===== src/rtl/gpio_dir_pkg.sv =====
package gpio_dir_pkg;

    localparam int PIN_W  = 32;
    localparam int LANE_W = 8;
    localparam int BE_W   = PIN_W / LANE_W;
    localparam int KIND_W = 2;

    typedef enum logic [KIND_W-1:0] {
        KIND_WORD = 2'd0,
        KIND_HALF = 2'd1,
        KIND_BYTE = 2'd2,
        KIND_NONE = 2'd3
    } reg_kind_e;

    typedef struct packed {
        logic             legal;
        logic [7:0]       port;
        reg_kind_e        kind;
        logic [PIN_W-1:0] mask;
    } access_t;

    function automatic logic [PIN_W-1:0] expand_be(input logic [BE_W-1:0] be);
        logic [PIN_W-1:0] m;
        for (int i = 0; i < BE_W; i++) begin
            m[i*LANE_W +: LANE_W] = {LANE_W{be[i]}};
        end
        return m;
    endfunction

    function automatic logic size_fits(input reg_kind_e kind, input logic [BE_W-1:0] be);
        logic ok;
        case (kind)
            KIND_WORD: ok = (be == {BE_W{1'b1}});
            KIND_HALF: ok = (be == 4'b0011) || (be == 4'b1100);
            KIND_BYTE: ok = (be == 4'b0001) || (be == 4'b0010) ||
                            (be == 4'b0100) || (be == 4'b1000);
            default:   ok = 1'b0;
        endcase
        return ok;
    endfunction

endpackage


===== src/rtl/gpio_dir_decode.sv =====
module gpio_dir_decode
    import gpio_dir_pkg::*;
#(
    parameter int NUM_PORTS = 5,
    localparam int PIDX_W   = (NUM_PORTS > 1) ? $clog2(NUM_PORTS) : 1,
    localparam int ADDR_W   = PIDX_W + KIND_W
) (
    input  logic [ADDR_W-1:0] addr,
    input  logic [BE_W-1:0]   be,
    output access_t           acc
);

    logic [PIDX_W-1:0] port_f;
    reg_kind_e         kind_f;
    logic              port_ok;

    assign port_f  = addr[ADDR_W-1:KIND_W];
    assign kind_f  = reg_kind_e'(addr[KIND_W-1:0]);
    assign port_ok = (32'(port_f) < NUM_PORTS);

    always_comb begin
        acc       = '0;
        acc.port  = 8'(port_f);
        acc.kind  = kind_f;
        acc.legal = port_ok && (kind_f != KIND_NONE) && size_fits(kind_f, be);
        acc.mask  = acc.legal ? expand_be(be) : '0;
    end

endmodule


===== src/rtl/gpio_dir_bank.sv =====
module gpio_dir_bank
    import gpio_dir_pkg::*;
#(
    parameter int NUM_PORTS = 5,
    localparam int FLAT_W   = NUM_PORTS * PIN_W
) (
    input  logic             clk,
    input  logic             rst,
    input  logic             wr,
    input  logic             rd,
    input  access_t          acc,
    input  logic [PIN_W-1:0] wdata,
    output logic [PIN_W-1:0] rdata,
    output logic [FLAT_W-1:0] dir_flat
);

    logic [PIN_W-1:0] dir_q [NUM_PORTS];
    logic [PIN_W-1:0] sel_word;

    for (genvar p = 0; p < NUM_PORTS; p++) begin : g_port
        logic hit;
        assign hit = wr && acc.legal && (acc.port == 8'(p));

        always_ff @(posedge clk) begin
            if (rst) begin
                dir_q[p] <= '0;
            end else if (hit) begin
                dir_q[p] <= (dir_q[p] & ~acc.mask) | (wdata & acc.mask);
            end
        end

        assign dir_flat[p*PIN_W +: PIN_W] = dir_q[p];

        // lanes outside the written mask keep their old bits
        p_lane_keep_r4: assert property (@(posedge clk) disable iff (rst)
            hit |=> ((dir_q[p] & ~$past(acc.mask)) == ($past(dir_q[p]) & ~$past(acc.mask))));
    end

    always_comb begin
        sel_word = '0;
        for (int p = 0; p < NUM_PORTS; p++) begin
            if (acc.port == 8'(p)) sel_word = dir_q[p];
        end
    end

    always_ff @(posedge clk) begin
        if (rst) begin
            rdata <= '0;
        end else if (rd && acc.legal) begin
            rdata <= sel_word & acc.mask;
        end else begin
            rdata <= '0;
        end
    end

    p_reset_clear_r1: assert property (@(posedge clk) disable iff (rst)
        $past(rst) |-> (dir_flat == '0));

    p_bad_write_ignored_r6: assert property (@(posedge clk) disable iff (rst)
        (wr && !acc.legal) |=> $stable(dir_flat));

endmodule


===== src/rtl/gpio_dir_padmap.sv =====
module gpio_dir_padmap
    import gpio_dir_pkg::*;
#(
    parameter int NUM_PORTS = 5,
    parameter int LINK_PORT = 0,
    parameter int LINK_A    = 29,
    parameter int LINK_B    = 30,
    localparam int FLAT_W   = NUM_PORTS * PIN_W,
    localparam int BIT_A    = LINK_PORT * PIN_W + LINK_A,
    localparam int BIT_B    = LINK_PORT * PIN_W + LINK_B
) (
    input  logic              clk,
    input  logic              rst,
    input  logic [FLAT_W-1:0] dir_flat,
    output logic [FLAT_W-1:0] oe
);

    if (LINK_PORT < NUM_PORTS) begin : g_link
        logic both_out;
        assign both_out = dir_flat[BIT_A] & dir_flat[BIT_B];

        always_comb begin
            oe        = dir_flat;
            oe[BIT_A] = both_out;
            oe[BIT_B] = both_out;
        end

        p_link_same_r8: assert property (@(posedge clk) disable iff (rst)
            oe[BIT_A] == oe[BIT_B]);

        p_link_needs_both_r8: assert property (@(posedge clk) disable iff (rst)
            oe[BIT_A] |-> (dir_flat[BIT_A] && dir_flat[BIT_B]));
    end else begin : g_plain
        assign oe = dir_flat;
    end

endmodule


===== src/rtl/gpio_dir_lanes.sv =====
module gpio_dir_lanes
    import gpio_dir_pkg::*;
#(
    parameter int NUM_PORTS = 5,
    parameter int LINK_PORT = 0,
    parameter int LINK_A    = 29,
    parameter int LINK_B    = 30,
    localparam int PIDX_W   = (NUM_PORTS > 1) ? $clog2(NUM_PORTS) : 1,
    localparam int ADDR_W   = PIDX_W + KIND_W,
    localparam int FLAT_W   = NUM_PORTS * PIN_W
) (
    input  logic              clk,
    input  logic              rst,
    input  logic [ADDR_W-1:0] bus_addr,
    input  logic              bus_wr,
    input  logic              bus_rd,
    input  logic [BE_W-1:0]   bus_be,
    input  logic [PIN_W-1:0]  bus_wdata,
    output logic [PIN_W-1:0]  bus_rdata,
    output logic [FLAT_W-1:0] pad_oe
);

    access_t           acc;
    logic [FLAT_W-1:0] dir_flat;

    gpio_dir_decode #(.NUM_PORTS(NUM_PORTS)) u_decode (
        .addr (bus_addr),
        .be   (bus_be),
        .acc  (acc)
    );

    gpio_dir_bank #(.NUM_PORTS(NUM_PORTS)) u_bank (
        .clk      (clk),
        .rst      (rst),
        .wr       (bus_wr),
        .rd       (bus_rd),
        .acc      (acc),
        .wdata    (bus_wdata),
        .rdata    (bus_rdata),
        .dir_flat (dir_flat)
    );

    gpio_dir_padmap #(
        .NUM_PORTS (NUM_PORTS),
        .LINK_PORT (LINK_PORT),
        .LINK_A    (LINK_A),
        .LINK_B    (LINK_B)
    ) u_padmap (
        .clk      (clk),
        .rst      (rst),
        .dir_flat (dir_flat),
        .oe       (pad_oe)
    );

    // no read strobe means zero data on the next cycle
    p_idle_read_zero_r9: assert property (@(posedge clk) disable iff (rst)
        !bus_rd |=> (bus_rdata == '0));

    // reads of a wrong size or an unmapped address return zero
    p_bad_read_zero_r3: assert property (@(posedge clk) disable iff (rst)
        (bus_rd && !acc.legal) |=> (bus_rdata == '0));

    // a pad enable can only rise after a write edge
    p_oe_rise_needs_write_r10: assert property (@(posedge clk) disable iff (rst)
        ($past(pad_oe) != pad_oe) |-> $past(bus_wr));

endmodule


===== config.mk =====
export PLATFORM = sky130hd
export DESIGN_NAME = gpio_dir_lanes
export DESIGN_NICKNAME = d
export VERILOG_FILES = /design/src/rtl/gpio_dir_pkg.sv /design/src/rtl/gpio_dir_decode.sv /design/src/rtl/gpio_dir_bank.sv /design/src/rtl/gpio_dir_padmap.sv /design/src/rtl/gpio_dir_lanes.sv
export SDC_FILE = /design/constraint.sdc
export NUM_CORES = 1
export LEC_CHECK = 0
export BUFFER_PORTS_ARGS = -buffer_cell sky130_fd_sc_hd__buf_2
export CAP_MARGIN = 20
export CORE_MARGIN = 4
export CORE_UTILIZATION = 35
export CTS_CLUSTER_SIZE = 16
export DETAILED_ROUTE_END_ITERATION = 8
export HOLD_SLACK_MARGIN = 0.02
export SLEW_MARGIN = 5
export SYNTH_ARGS = -nofsm -noshare
export SYNTH_HDL_FRONTEND = slang
export SYNTH_HIERARCHICAL = 1
export SYNTH_SLANG_ARGS = --single-unit
export TNS_END_PERCENT = 1

===== constraint.sdc =====
create_clock -name clk -period 7.8 [get_ports clk]
set_input_delay 0.78 -clock clk [delete_from_list [all_inputs] [get_ports clk]]
set_output_delay 0.78 -clock clk [all_outputs]
set_load 0.05 [all_outputs]

**Yosys cells after proc, flatten, opt, wreduce, memory -nomap -nowiden**

Memory sizes are Yosys's and may differ from the RTL's.
Cells that the tools add are included.

- Memory bits (writable): 160
- Input port bits: 45
- Memories: 1
- Bits in registers: 32
- Output and inout bits: 192

- Muxes and demuxes: 29
- Bitwise logic cells: 20
- Equal/unequal tests: 14
- Order comparisons: 1
- Reductions and logical operators: 16

Memories:

| name | words | bits a word | rd ports | clocked after Yosys merged registers in | write ports | RTL line | source |
|---|---|---|---|---|---|---|---|
| u_bank.dir_q | 5 | 32 | 5 | 0 | 5 | gpio_dir_bank.sv:17 | `logic [PIN_W-1:0] dir_q [NUM_PORTS];` |

Operators with widths:

| operator | number |
|---|---|
| $mux 32 | 11 |
| $and 32x32->32 | 7 |
| $or 32x32->32 | 5 |
| $not 32->32 | 1 |
| $mux 1 | 17 |
| $eq 4x4->1 const B | 3 |
| $logic_and 1x1->1 | 9 |
| $eq 4x2->1 const B | 2 |
| $logic_not 8->1 | 1 |
| $eq 3x2->1 const B | 2 |
| $or 1x1->1 | 5 |
| $eq 4x1->1 const B | 1 |
| $eq 4x3->1 const B | 1 |
| $logic_or 1x1->1 | 4 |
| $eq 3x1->1 const B | 1 |
| $eq 3x3->1 const B | 1 |
| $lt 3x3->1 const B | 1 |
| $pmux 1 s3 | 1 |
| $eq 2x1->1 const B | 1 |
| $eq 2x2->1 const B | 1 |
| $logic_not 2->1 | 1 |
| $ne 2x2->1 const B | 1 |
| $reduce_or 2->1 | 1 |
| $and 1x1->1 | 1 |
| $not 1->1 | 1 |

**Logic depth before layout (Yosys ltp)**

- Depth in word-level cells: 12
- Gate-level depth with buffers: 8

**By module**

The synthesis kept the hierarchy.

Modules (own cells, without submodules):

| module | times used | area each (um^2) | seq. area each (um^2) | cells an instance |
|---|---|---|---|---|
| gpio_dir_bank | 1 | 9255.1 | 5445.2 | 779 |
| gpio_dir_padmap | 1 | 1207.4 | 0.0 | 161 |
| gpio_dir_decode | 1 | 427.9 | 0.0 | 61 |

**Least setup slack after synthesis**

OpenSTA, ideal clock, no wires.

- Kind: input to register
- Start: in bus_be[3]
- End: mem u_bank.dir_q[3][0] (enable)
- Arrival: 3.551 ns
- Setup slack: 3.821 ns
- Stages: 6
- Path buffers: 0
- Data required time: 7.372 ns
- Setup time: 0.428 ns
- Cells stage by stage: or4bb_1 a211oi_2 a311oi_1 nor2_1 nand4_1 o21bai_1

RTL lines:

| element | RTL line | source |
|---|---|---|
| start: declaration | gpio_dir_lanes.sv:17 | `input logic [BE_W-1:0] bus_be,` |
| end: declaration | gpio_dir_bank.sv:17 |  |

==> impl_metrics.json <==
{
  "numCtsBuffers": 17,
  "viasPerCell": 5.25,
  "start_util_pct": 35.6,
  "grtUsageMet1_pct": 24.6,
  "relSlewSlack_pct": 31.2,
  "antenna_found_initial": 1,
  "track_usage_pct": 18.0,
  "syn2layout_area_growth_pct": 7.55,
  "period_minus_slack_ns": 3.69,
  "core_sq_mm": 0.0306,
  "grt_max_degree": 74,
  "critPathCaptureType": "flop",
  "ctsHoldBuffers": 0,
  "finalSetupViolations": 0,
  "worst_pin_slew_ns": 1.03,
  "nNetsFinal": 1076,
  "status": "finished, final reports clean",
  "fp.dieW_microns": 184,
  "startpoint_type": "input port",
  "setup_tns_ns": 0,
  "cts_htree_levels": 4,
  "cpMostUsedCell": "buf_4",
  "finalPower_mw": 2.32,
  "die_h_microns": 184,
  "holdPathStages": 1,
  "avgSynthCellArea_sq_um": 10.9,
  "slowest_delay_ns": 0.73,
  "hold_viol": 0,
  "use_met3_pct": 4.05,
  "maxCapViolations": 0,
  "fmax_ghz": 0.271,
  "use_met2_pct": 29.7,
  "dieArea_sq_mm": 0.0340,
  "drtPass1Iterations": 5,
  "dr_total_vias": 7559,
  "crit_type": "in -> reg",
  "ant_nets": 0,
  "report.final.slew_viol_count": 0,
  "clkTransAtPathRegs_ns": 0.07,
  "overflow": 0,
  "cts_root_buf": "clkbuf_16",
  "dp.cells": 1405,
  "worstRegToRegCells": 3,
  "worstPathArrival_ns": 3.97,
  "fin_cells": 1440,
  "postSynthCellCount": 999,
  "clock_sinks": 192,
  "period_share_pct": 47.3,
  "clock_skew_ns": 0.0160,
  "grt_pass1_wl_microns": 46700,
  "drc_errors": 0,
  "cts_tree": "yes",
  "dp_hpwl_microns": 20900,
  "io_pins": 237,
  "wl_microns": 31700,
  "finalWorstSetupSlack_ns": 4.11,
  "peakVddDrop_mv": 0.126,
  "grt_pass1_vias": 7393,
  "power_leakage_nw": 4.57,
  "slowest_stage": "nand4_1",
  "required_ns": 8.08,
  "wl_per_cell_microns": 22.0,
  "p_per_area_mw_per_mm2": 199,
  "final_common_cell": "buf_2",
  "place_congestion": 0.760,
  "post-cts-setup-buffers": 0,
  "ys_warn_count": 6,
  "cp_cell_sequence": "buf_2 > or4bb_1 > a211oi_2 > a311oi_1 > buf_4 > nor2_1 > and3b_2 > nand4_1 > buf_4 > a21oi_1",
  "clkLatencyLatePin_ns": 0.44,
  "rsz0062_at_grt": "false",
  "syn_area_sq_mm": 0.0109,
  "row_count": 64,
  "n_antenna_cell": 0,
  "grt.busiest_layer": "met2",
  "drive_above_1_share_pct": 28.7,
  "portBuffers": 236,
  "hp-class": "reg -> reg",
  "ctsResizeCount": 0,
  "cp_max_fo": 18,
  "most-common-layout-cells": "buf_2 (235), nand2b_1 (162), a21oi_1 (160), edfxtp_1 (160), nand2_1 (38)",
  "clockBufferDepth": 2,
  "drt_iter0_drc": 676,
  "fillers": 3101,
  "pre_cts_ws_ns": 3.52
}
==> power breakdown <==
group	total, mW	switching, mW	internal (mW)
Sequential	1.16	0.0278	1.14
Combinational	0.278	0.206	0.0713
Clock	0.882	0.429	0.452
==> per-stage QoR <==
| step | util [%] | hold slack, ns | cell area [sq um] |
|---|---|---|---|
| floorplan | - | 0.554 | 10900 |
| global placement | 36.1 | 0.566 | 11000 |
| detailed placement | 36.2 | 0.574 | 11100 |
| CTS | 38.0 | 0.593 | 11600 |
| global route | 38.2 | 0.624 | 11700 |
| finish | 38.2 | 0.592 | 11700 |
==> worst paths after layout <==
path | start | end | slack [ns]
min reg2reg | u_bank/dir_q[4][20] | u_bank/rdata[20] | 0.59
max reg2reg | u_bank/dir_q[1][24] | u_bank/rdata[24] | 6.47
max | bus_be[3] | u_bank/dir_q[2][16] | 4.11
min | u_bank/dir_q[4][20] | u_bank/rdata[20] | 0.59
==> worst max-delay path: cells and delay by family <==
family,cells,cell delay [ns]
AOI/OAI and AO/OA,3,0.46
buffers and inverters,3,0.85
and+or+nand+nor,4,1.87
==> state kept, by name, summed over array words and instances, names as in the netlist <==
signal / count
u_bank/dir_q: 160
u_bank/rdata: 32
==> metal layers <==
layer  part of all wire, %  up-vias
met5                 0.041        -
met4                  0.91        2
met3                   7.4       19
met2                    47      295
met1                    44     3732
li1                      -     3511
==> cell type report <==
class                           count  area (sq um)  share of cell area, %
Inverter                            2          7.51                 0.0642
Timing Repair Buffer              252          1360                   11.7
Clock buffer                       17           425                   3.64
Clock inverter                     15           150                   1.28
Sequential cell                   192          5450                   46.6
Multi-Input combinational cell    566          3810                   32.6
Tap cell                          396           495                   4.24
(Power assumes the default switching activity.)
